<file path="src/rtl/awd_pkg.sv">
`timescale 1ns/1ps
// Package: shared widths, register offset codes and the per-window
// configuration record of the address window decoder.
// Assumes 32-bit CPU addresses and a 64 KB window granule.
package awd_pkg;
    localparam int ADDR_W  = 32;
    localparam int GRAN_W  = 16;                 // log2 of the 64 KB granule
    localparam int PAGE_W  = ADDR_W - GRAN_W;    // stored address bits
    localparam int TGT_W   = 4;
    localparam int ATTR_W  = 8;
    localparam int GROUP_W = 4;                  // 16-byte register group

    // Register selector, taken from byte offset bits 3:2 within a group
    typedef enum logic [1:0] {
        OFS_CTRL  = 2'd0,
        OFS_BASE  = 2'd1,
        OFS_RLO   = 2'd2,
        OFS_RHI   = 2'd3
    } reg_ofs_e;

    // Decoded configuration of one window
    typedef struct packed {
        logic              en;
        logic [TGT_W-1:0]  tgt;
        logic [ATTR_W-1:0] attr;
        logic [PAGE_W-1:0] size_m1;
        logic [PAGE_W-1:0] base;
        logic [PAGE_W-1:0] remap_lo;
        logic [ADDR_W-1:0] remap_hi;
    } win_cfg_t;
endpackage

</file>
<file path="src/rtl/awd_win_regs.sv">
`timescale 1ns/1ps
// Module: register group of one decode window.
// Holds control and base, plus the remap pair when HAS_REMAP is set.
// Assumes the parent decodes the window index and gives a qualified write.
module awd_win_regs
    import awd_pkg::*;
#(
    parameter bit HAS_REMAP = 1'b1
) (
    input  logic              clk,
    input  logic              rst_n,
    input  logic              wr_en,
    input  reg_ofs_e          ofs,
    input  logic [ADDR_W-1:0] wdata,
    output win_cfg_t          cfg,
    output logic [ADDR_W-1:0] rdata
);
    logic              en_q;
    logic [TGT_W-1:0]  tgt_q;
    logic [ATTR_W-1:0] attr_q;
    logic [PAGE_W-1:0] size_q;
    logic [PAGE_W-1:0] base_q;
    logic [PAGE_W-1:0] rlo_q;
    logic [ADDR_W-1:0] rhi_q;

    // Purpose: control and base storage, cleared by reset
    always_ff @(posedge clk) begin
        if (!rst_n) begin
            en_q   <= 1'b0;
            tgt_q  <= '0;
            attr_q <= '0;
            size_q <= '0;
            base_q <= '0;
        end else if (wr_en) begin
            if (ofs == OFS_CTRL) begin
                en_q   <= wdata[0];
                tgt_q  <= wdata[7:4];
                attr_q <= wdata[15:8];
                size_q <= wdata[ADDR_W-1:GRAN_W];
            end
            if (ofs == OFS_BASE) begin
                base_q <= wdata[ADDR_W-1:GRAN_W];
            end
        end
    end

    generate
        if (HAS_REMAP) begin : g_remap
            // Purpose: remap base and upper word storage
            always_ff @(posedge clk) begin
                if (!rst_n) begin
                    rlo_q <= '0;
                    rhi_q <= '0;
                end else if (wr_en) begin
                    if (ofs == OFS_RLO) rlo_q <= wdata[ADDR_W-1:GRAN_W];
                    if (ofs == OFS_RHI) rhi_q <= wdata;
                end
            end
        end else begin : g_noremap
            assign rlo_q = '0;
            assign rhi_q = '0;
        end
    endgenerate

    assign cfg = '{en: en_q, tgt: tgt_q, attr: attr_q, size_m1: size_q,
                   base: base_q, remap_lo: rlo_q, remap_hi: rhi_q};

    // Purpose: readback of the selected register, unused low bits as zero
    always_comb begin
        unique case (ofs)
            OFS_CTRL: rdata = {size_q, attr_q, tgt_q, 3'b000, en_q};
            OFS_BASE: rdata = {base_q, {GRAN_W{1'b0}}};
            OFS_RLO:  rdata = {rlo_q, {GRAN_W{1'b0}}};
            OFS_RHI:  rdata = rhi_q;
            default:  rdata = '0;
        endcase
    end

    // a control write lands in the fields on the next edge
    a_r2_ctrl_store: assert property (@(posedge clk) disable iff (!rst_n)
        (wr_en && ofs == OFS_CTRL) |=>
            (cfg.en == $past(wdata[0]) && cfg.tgt == $past(wdata[7:4]) &&
             cfg.attr == $past(wdata[15:8]) &&
             cfg.size_m1 == $past(wdata[ADDR_W-1:GRAN_W])));

    // without a write the configuration holds
    a_r10_hold: assert property (@(posedge clk) disable iff (!rst_n)
        (!wr_en && $past(rst_n)) |=> $stable(cfg));
endmodule

</file>
<file path="src/rtl/awd_win_match.sv">
`timescale 1ns/1ps
// Module: match and address translation for one window.
// Purely combinational; the size field masks address bits 31:16.
// Assumes base and remap are stored as 64 KB page numbers.
module awd_win_match
    import awd_pkg::*;
#(
    parameter bit HAS_REMAP = 1'b1
) (
    input  win_cfg_t          cfg,
    input  logic [ADDR_W-1:0] addr,
    output logic              hit,
    output logic [ADDR_W-1:0] xlat,
    output logic [ADDR_W-1:0] xlat_hi
);
    logic [PAGE_W-1:0] page;
    logic [ADDR_W-1:0] keep;

    assign page = addr[ADDR_W-1:GRAN_W];
    assign keep = {cfg.size_m1, {GRAN_W{1'b1}}};

    // Purpose: window hit on the masked page number
    always_comb begin
        hit = cfg.en && ((page & ~cfg.size_m1) == cfg.base);
    end

    generate
        if (HAS_REMAP) begin : g_xlat
            // Purpose: splice the in-window offset onto the remap base
            always_comb begin
                xlat    = (addr & keep) | ({cfg.remap_lo, {GRAN_W{1'b0}}} & ~keep);
                xlat_hi = cfg.remap_hi;
            end
        end else begin : g_pass
            // Purpose: non-remapping window passes the address through
            always_comb begin
                xlat    = addr;
                xlat_hi = '0;
            end
        end
    endgenerate
endmodule

</file>
<file path="src/rtl/awd_prio_sel.sv">
`timescale 1ns/1ps
// Module: fixed-priority selection among window hits.
// The lowest-numbered hitting window drives every output; no hit gives zeros.
module awd_prio_sel
    import awd_pkg::*;
#(
    parameter int NUM_WIN = 8,
    localparam int WIN_IW = $clog2(NUM_WIN)
) (
    input  logic [NUM_WIN-1:0]             hit_vec,
    input  win_cfg_t [NUM_WIN-1:0]         cfg,
    input  logic [NUM_WIN-1:0][ADDR_W-1:0] xlat,
    input  logic [NUM_WIN-1:0][ADDR_W-1:0] xlat_hi,
    output logic                           any_hit,
    output logic [WIN_IW-1:0]              win_idx,
    output logic [TGT_W-1:0]               tgt,
    output logic [ATTR_W-1:0]              attr,
    output logic [ADDR_W-1:0]              out_addr,
    output logic [ADDR_W-1:0]              out_hi
);
    // Purpose: scan upward and keep the first hit
    always_comb begin
        any_hit  = 1'b0;
        win_idx  = '0;
        tgt      = '0;
        attr     = '0;
        out_addr = '0;
        out_hi   = '0;
        for (int i = 0; i < NUM_WIN; i++) begin
            if (hit_vec[i] && !any_hit) begin
                any_hit  = 1'b1;
                win_idx  = WIN_IW'(i);
                tgt      = cfg[i].tgt;
                attr     = cfg[i].attr;
                out_addr = xlat[i];
                out_hi   = xlat_hi[i];
            end
        end
    end
endmodule

</file>
<file path="src/rtl/addr_window_decoder.sv">
`timescale 1ns/1ps
// Module: top of the programmable CPU address window decoder.
// Instantiates one register group and one matcher per window, the
// lower NUM_REMAP windows with remap support, and a priority selector.
// Assumes word-aligned register accesses; reg_addr bits 1:0 are ignored.
module addr_window_decoder
    import awd_pkg::*;
#(
    parameter int NUM_WIN   = 8,
    parameter int NUM_REMAP = 4,
    localparam int WIN_IW   = $clog2(NUM_WIN),
    localparam int REG_AW   = WIN_IW + GROUP_W
) (
    input  logic              clk,
    input  logic              rst_n,
    input  logic              reg_we,
    input  logic [REG_AW-1:0] reg_addr,
    input  logic [ADDR_W-1:0] reg_wdata,
    output logic [ADDR_W-1:0] reg_rdata,
    input  logic [ADDR_W-1:0] cpu_addr,
    output logic              dec_hit,
    output logic [TGT_W-1:0]  dec_target,
    output logic [ATTR_W-1:0] dec_attr,
    output logic [ADDR_W-1:0] dec_addr,
    output logic [ADDR_W-1:0] dec_addr_hi
);
    logic [WIN_IW-1:0]              reg_win;
    reg_ofs_e                       reg_ofs;
    win_cfg_t [NUM_WIN-1:0]         cfg;
    logic [NUM_WIN-1:0][ADDR_W-1:0] rdata_win;
    logic [NUM_WIN-1:0]             hit_vec;
    logic [NUM_WIN-1:0][ADDR_W-1:0] xlat;
    logic [NUM_WIN-1:0][ADDR_W-1:0] xlat_hi;
    logic [WIN_IW-1:0]              win_idx;

    assign reg_win = reg_addr[REG_AW-1:GROUP_W];
    assign reg_ofs = reg_ofs_e'(reg_addr[3:2]);

    generate
        for (genvar w = 0; w < NUM_WIN; w++) begin : g_win
            localparam bit REMAP = (w < NUM_REMAP);
            awd_win_regs #(.HAS_REMAP(REMAP)) i_regs (
                .clk   (clk),
                .rst_n (rst_n),
                .wr_en (reg_we && (reg_win == WIN_IW'(w))),
                .ofs   (reg_ofs),
                .wdata (reg_wdata),
                .cfg   (cfg[w]),
                .rdata (rdata_win[w])
            );
            awd_win_match #(.HAS_REMAP(REMAP)) i_match (
                .cfg     (cfg[w]),
                .addr    (cpu_addr),
                .hit     (hit_vec[w]),
                .xlat    (xlat[w]),
                .xlat_hi (xlat_hi[w])
            );
        end
    endgenerate

    // Purpose: readback mux over the window groups
    always_comb begin
        reg_rdata = rdata_win[reg_win];
    end

    awd_prio_sel #(.NUM_WIN(NUM_WIN)) i_prio (
        .hit_vec  (hit_vec),
        .cfg      (cfg),
        .xlat     (xlat),
        .xlat_hi  (xlat_hi),
        .any_hit  (dec_hit),
        .win_idx  (win_idx),
        .tgt      (dec_target),
        .attr     (dec_attr),
        .out_addr (dec_addr),
        .out_hi   (dec_addr_hi)
    );

    // the cycle after a reset edge nothing can hit
    a_r5_reset_clear: assert property (@(posedge clk)
        !rst_n |=> !dec_hit);

    // a miss drives every decode output to zero
    a_r9_miss_zero: assert property (@(posedge clk) disable iff (!rst_n)
        !dec_hit |-> (dec_target == '0 && dec_attr == '0 &&
                      dec_addr == '0 && dec_addr_hi == '0));

    // the winner hits and no lower window hits
    a_r7_lowest_wins: assert property (@(posedge clk) disable iff (!rst_n)
        dec_hit |-> (hit_vec[win_idx] &&
                     ((hit_vec & ((NUM_WIN'(1) << win_idx) - NUM_WIN'(1))) == '0)));

    // non-remapping winners pass the address through
    a_r4_passthru: assert property (@(posedge clk) disable iff (!rst_n)
        (dec_hit && int'(win_idx) >= NUM_REMAP) |->
            (dec_addr == cpu_addr && dec_addr_hi == '0));

    // remap offsets of non-remapping windows read zero
    a_r4_remap_reads_zero: assert property (@(posedge clk) disable iff (!rst_n)
        (int'(reg_win) >= NUM_REMAP && reg_addr[3]) |-> reg_rdata == '0);

    // translation never alters the offset inside the 64 KB granule
    a_r8_low_offset: assert property (@(posedge clk) disable iff (!rst_n)
        dec_hit |-> dec_addr[GRAN_W-1:0] == cpu_addr[GRAN_W-1:0]);

    // base and remap base readback has a zero low half
    a_r3_low_zero: assert property (@(posedge clk) disable iff (!rst_n)
        (reg_ofs == OFS_BASE || reg_ofs == OFS_RLO) |->
            reg_rdata[GRAN_W-1:0] == '0);
endmodule

</file>
<file path="config.mk">
export PLATFORM = sky130hd
export DESIGN_NAME = addr_window_decoder
export DESIGN_NICKNAME = d
export VERILOG_FILES = /design/src/rtl/awd_pkg.sv /design/src/rtl/awd_win_regs.sv /design/src/rtl/awd_win_match.sv /design/src/rtl/awd_prio_sel.sv /design/src/rtl/addr_window_decoder.sv
export SDC_FILE = /design/constraint.sdc
export NUM_CORES = 2
export LEC_CHECK = 0
export BUFFER_PORTS_ARGS = -buffer_cell sky130_fd_sc_hd__buf_2
export CORE_MARGIN = 2
export CORE_UTILIZATION = 46
export DETAILED_ROUTE_END_ITERATION = 10
export SLEW_MARGIN = 25
export SYNTH_ARGS = -nofsm -noshare
export SYNTH_HDL_FRONTEND = slang
export SYNTH_SLANG_ARGS = --single-unit
export TNS_END_PERCENT = 100
</file>
<file path="constraint.sdc">
create_clock -name clk -period 3.05 [get_ports clk]
set_clock_uncertainty 0.15 [all_clocks]
set_input_delay 0 -clock clk [delete_from_list [all_inputs] [get_ports clk]]
set_output_delay 0 -clock clk [all_outputs]
set_load 0.03 [all_outputs]
</file>
== Word level (Yosys, flattened, before mapping) ==
Index checks and enable logic that the tools add are counted.
Cells by class
  div/mod/pow operators: 0
  mux-type cells: 50
  $lt $le $gt $ge: 1
  equal/unequal tests: 18
  shift-type cells: 0
  reduce and logical (&&, ||, !) cells: 57
  bitwise operators: 32
  $add $sub $neg: 0
  multipliers: 0
Operator list (count)
  $mux W32: 17
  $pmux W32 S4: 4
  $pmux W32 S3: 4
  $and A32 B32 Y32: 8
  $and A16 B16 Y16: 8
  $eq A16 B16 Y1: 8
  $not A16 Y16: 8
  $not A32 Y32: 4
  $or A32 B32 Y32: 4
  $bmux W32 S3: 1
  $mux W8: 8
  $reduce_and A2 Y1: 24
  $mux W4: 8
  $logic_and A1 B1 Y1: 23
  $eq A3 B3 Y1 const B: 4
  $mux W1: 8
  $logic_not A1 Y1: 7
  $eq A3 B2 Y1 const B: 2
  $eq A2 B2 Y1 const B: 2
  $lt A3 B4 Y1 const B: 1
  $eq A3 B1 Y1 const B: 1
  $logic_not A3 Y1: 1
  $eq A2 B1 Y1 const B: 1
  $logic_not A2 Y1: 1
  $reduce_or A2 Y1: 1
Word-level totals
  output and inout bits: 109
  latch bits: 0
  flip-flop bits (word level): 552
  bits of input ports: 74
  memory bits (read-only): 0
  logic and storage cells: 206
  memory bits (writable): 0
  memories: 0

== Logic depth before layout (Yosys ltp) ==
  word-level depth: 26
  mapped depth: 12
  mapped depth without buffers: 8

== Hierarchy ==
From an unflattened synthesis, not the netlist that was laid out.
Second synthesis, totals
  cells, all modules: 4473
  area, all modules: 38803.5 µm²
Modules (own cells, without submodules)
  awd_win_regs (g_win[0].i_regs ...): sequential area each 1861.8 µm², cells each 382, times used 4, area an instance 4018.9 µm²
  awd_win_regs (g_win[4].i_regs ...): sequential area each 900.9 µm², cells each 283, times used 4, area an instance 2472.4 µm²
  awd_prio_sel: sequential area each 0.0 µm², cells each 739, times used 1, area an instance 4234.1 µm²
  awd_win_match (g_win[0].i_match ...): sequential area each 0.0 µm², cells each 102, times used 4, area an instance 832.0 µm²
  awd_win_match (g_win[4].i_match ...): sequential area each 0.0 µm², cells each 103, times used 4, area an instance 768.2 µm²
  addr_window_decoder: sequential area each 0.0 µm², cells each 254, times used 1, area an instance 2203.4 µm²

== Worst setup path before layout ==
No wires, ideal clock.
  path kind: flip-flop to output port
  start point: register g_win[1].i_regs.size_q[10]
  end point: output dec_addr[10]
  data required time: 2900 ps
  data arrival time: 2521 ps
  setup slack: 379 ps
  buffers on the path: 2
  stages on the path, launching flop included: 10
  path through: dfxtp_1 -> nand2b_1 -> xnor2_1 -> nor3_1 -> and2_1 -> buf_2 -> or3_4 -> and4bb_2 -> buf_2 -> nor2b_1
Between the ends
  cells in the longest elaborated chain, start to end: 24
  elaborated cells on any way between the ends: 30
  those cells by class: eq/ne (1); mux (13); bitwise (2); reduce/logical (14)
RTL lines
  start: declaration: line awd_win_regs.sv:21  | logic [PAGE_W-1:0] size_q;
  start signal: assignment: line awd_win_regs.sv:39  | size_q <= wdata[ADDR_W-1:GRAN_W];
  $not A16 Y16 (*): line awd_win_match.sv:24  | hit = cfg.en && ((page & ~cfg.size_m1) == cfg.base);
  $and A16 B16 Y16 (*): line awd_win_match.sv:24
  $eq A16 B16 Y1 (*): line awd_win_match.sv:24
  $logic_and A1 B1 Y1 (*): line awd_win_match.sv:24
  $logic_and A1 B1 Y1 (*): line awd_prio_sel.sv:30  | if (hit_vec[i] && !any_hit) begin
  $mux W1: line awd_prio_sel.sv:30
  $logic_not A1 Y1: line awd_prio_sel.sv:30
  $logic_and A1 B1 Y1: line awd_prio_sel.sv:30
  [... 8 more ...]
  $logic_and A1 B1 Y1: line awd_prio_sel.sv:30
  $mux W1: line awd_prio_sel.sv:30
  $logic_not A1 Y1: line awd_prio_sel.sv:30
  $logic_and A1 B1 Y1: line awd_prio_sel.sv:30
  $mux W1: line awd_prio_sel.sv:30
  $logic_not A1 Y1: line awd_prio_sel.sv:30
  $logic_and A1 B1 Y1: line awd_prio_sel.sv:30
  $mux W32 (*): line awd_prio_sel.sv:30
  end: declaration: line addr_window_decoder.sv:24  | output logic [ADDR_W-1:0] dec_addr,
Every way passes the cells marked *; elsewhere a longest branch is shown, timed or not.

== Worst setup path after layout ==
  start point: register g_win[2].i_regs.size_q[4]
  end point: output dec_addr[30]
Between the ends
  cells in the longest elaborated chain, start to end: 21
  elaborated cells on any way between the ends: 26
  those cells by class: eq/ne (1); mux (11); bitwise (2); reduce/logical (12)
RTL lines (line)
  start: declaration: awd_win_regs.sv:21
  start signal: assignment: awd_win_regs.sv:39
  $not A16 Y16 (*): awd_win_match.sv:24
  $and A16 B16 Y16 (*): awd_win_match.sv:24
  $eq A16 B16 Y1 (*): awd_win_match.sv:24
  $logic_and A1 B1 Y1 (*): awd_win_match.sv:24
  $logic_and A1 B1 Y1 (*): awd_prio_sel.sv:30
  $mux W1: awd_prio_sel.sv:30
  $logic_not A1 Y1: awd_prio_sel.sv:30
  $logic_and A1 B1 Y1: awd_prio_sel.sv:30
  [... 5 more ...]
  $logic_and A1 B1 Y1: awd_prio_sel.sv:30
  $mux W1: awd_prio_sel.sv:30
  $logic_not A1 Y1: awd_prio_sel.sv:30
  $logic_and A1 B1 Y1: awd_prio_sel.sv:30
  $mux W1: awd_prio_sel.sv:30
  $logic_not A1 Y1: awd_prio_sel.sv:30
  $logic_and A1 B1 Y1: awd_prio_sel.sv:30
  $mux W32 (*): awd_prio_sel.sv:30
Marks and branches as above.

==> flow_summary.yaml <==
power_and_ir_drop:
  total_power_w: 0.0166
  p_leak_nw: 12.9
  power.density_nw_per_um2: 443
  peakVddDrop_uv: 534
placed_design:
  place_congestion: 0.973
  portBuffers: 180
  dp_cells: 4748
  pre_cts_slack_ns: -0.262
  dpl.hpwl_um: 86400
route:
  ant_nets: 0
  drtIter0Drc: 3723
  avgRoutedWirePerCell_um: 26.3
  drc_errors: 0
  totalWireLength_um: 130000
  num_vias: 29900
  drt-pass1-iter-count: 7
  viasPerCell: 6.09
critical_path:
  critical-path-top-delay-family: "simple AND/OR/NAND/NOR gates"
  worstSetupStartpointType: "register"
  max_stage_delay_ns: 0.68
  crit_path_cell_trace: "nor2b_4 -> xnor2_2 -> nand4_1 -> or4_4 -> o2bb2ai_4 -> buf_6 -> nor3_4 -> buf_12 -> a22o_1 -> a221o_1 -> buf_6"
  worstSetupEndpointType: "primary output"
  worstPathRequired_ns: 2.90
  crit_slowest_cell: "or4_4"
  crit_start: "g_win[2].i_regs.size_q[4]"
  cp_max_fo: 11
  r2r_start: "g_win[3].i_regs.rhi_q[18]"
  path_buf_inv: 3
  critPathKind: "reg -> out"
  crit_arrival_ns: 3.54
  cpMostUsedCell: "buf_6"
timing:
  layout_min_cycle_time_ns: 3.69
  setup_tns_ns: -38.18
  rsz0062_at_grt: "yes"
  max_slew_margin: 0.377
  setup_ws_ns: -0.640
  final_hold_viol_count: 0
  maxSlewViolCount: 0
  tightestPinTransition_ns: 0.931
  setup_viol: 77
  clock.fmax_mhz: 271
  fin_crit_sh: 1.21
floorplanning:
  ios: 183
  dieArea_um2: 68100
  die_y_um: 261
  initial_core_util: 0.463
  num_rows: 94
  core_region_area_um2: 65500
  die_w_um: 261
global_routing:
  antenna_found_initial: 1
  grt_pass1_vias: 27800
  grt_usage: 0.372
  grt_pass1_wl_um: 188000
  grt_max_degree: 121
  grt_overflow_total: 0
yosys:
  avgSynthCellArea_um2: 8.05
  synth-edff-count: 0
  synth_warnings: 0
  synth_commonest_cells: "nand2_1, a21boi_0, dfxtp_1, clkbuf_1, nor2b_1"
  synth_cells: 3773
  netlist.area_leader.share: 0.364
  ys_seq_area_frac: 0.364
  syn_area_um2: 30400
  synthMostInstantiatedCell: "nand2_1"
  ys_seq_elements: 552
  synth.largest_area_cell: "dfxtp_1"
  synth_area_leaders: "dfxtp_1, nand2_1, a21boi_0"
  async_flop_share: 0
  synth_cell_type_count: 57
  ys.flop_type: "dfxtp_1"
  syn_nets: 3847
cts:
  cts_num_sinks: 552
  cts_buffers: 61
  cts_root_buffer: "clkbuf_16"
  cts_tree: "done"
  cts_max_path_buffers: 3
  clk_latency_ns: 0.64
  htreeDepth: 2
  clk_pin_slew_ns: 0.06
finish:
  stdcell_count: 4919
  syn_to_final_growth_pct: 23.1
  drive_gt1_frac: 0.202
  nFillCells: 5986
  nets: 4076
  fin_util: 0.570
outcome:
  outcome: "finished, violations left"
  violations: "negative setup slack"
min_path:
  min_from: "reg_wdata[2]"
  hp-class: "in -> reg"
run:
  drv_cap: 0
[metrics by stage]
stage	cell area, um^2	hold WS, ns
floorplan	30400	-0.00508
global placement	33700	0.142
detailed placement	33700	0.148
CTS	37000	0.0280
global route	37400	0.0701
finish	37400	0.0415
[final timing paths]
| check | to | cells past startpoint | slack (ns) |
|---|---|---|---|
| hold / removal | g_win[3].i_regs.rhi_q[2] | 4 | 0.04 |
| setup reg to reg | g_win[3].i_regs.rhi_q[18] | 2 | 2.06 |
| setup / recovery | dec_addr[30] | 11 | -0.64 |
| hold reg to reg | g_win[3].i_regs.rlo_q[5] | 2 | 0.32 |
[cells by family after synthesis]
kind of cell / synth area share
AO/OA/AOI/OAI: 0.233
XOR/XNOR: 0.0369
buffers and inverters: 0.0455
flip-flops: 0.364
multiplexers: 0.0966
AND/OR/NAND/NOR: 0.224
[routing by layer]
| layer | track usage | vias up | wire [um] | part of all wire |
|---|---|---|---|---|
| met5 | 0 | - | 0 | 0 |
| met2 | 0.572 | 1804 | 57300 | 0.44 |
| met4 | 0.221 | 0 | 8200 | 0.063 |
| met3 | 0.0617 | 396 | 13100 | 0.10 |
| met1 | 0.491 | 14300 | 51000 | 0.39 |
| li1 | - | 13400 | - | - |
[repair_timing]
| item | CTS | global route |
|---|---|---|
| cloned | 5 | 4 |
| pin swaps | 27 | 42 |
| gates resized for setup | 199 | 55 |
| hold buffers | 34 | 0 |
| buffers inserted | 13 | 5 |
| setup endpoints to repair | 77 | 77 |
| hold endpoints to repair | 552 | 0 |
[worst register-to-register path: stages (launching register included)]
cell	delay, ns
dfxtp_1	0.50
nand2_1	0.08
a21boi_0	0.19
[flip-flops by register name, indices dropped and copies added (netlist names)]
name and count:
g_win.i_regs.attr_q 64, g_win.i_regs.base_q 128, g_win.i_regs.en_q 8, g_win.i_regs.rhi_q 128, g_win.i_regs.rlo_q 64, g_win.i_regs.size_q 128, g_win.i_regs.tgt_q 32
[placed cells by master (no fill, tap or decap), types with 79 or more instances in the layout]
cell type	synthesis	final
a21boi_0	552	552
buf_2	39	98
buf_4	1	247
buf_6	0	79
dfxtp_1	552	549
mux4_2	81	81
nand2_1	1195	1195
nor2_1	113	98
nor2b_1	139	130
xnor2_1	128	118
[area by class of cell]
| type | instances | area, um^2 | share of cell area |
|---|---|---|---|
| sequential | 552 | 11100 | 0.296 |
| inverter | 6 | 22.5 | 0.000603 |
| tap | 864 | 1080 | 0.0289 |
| clock inverter | 27 | 264 | 0.00706 |
| clock buffer | 88 | 1790 | 0.0479 |
| antenna | 1 | 2.50 | 0.0000670 |
| multi-input combinational | 2870 | 18500 | 0.496 |
| timing repair buffer | 511 | 4620 | 0.124 |
[where the power goes]
part           internal (W)  switching (W)
combinational      0.000545       0.000991
sequential          0.00726      0.0000492
clock               0.00448        0.00323
total                0.0123        0.00427
No activity file was read; power rests on OpenSTA's default activity.
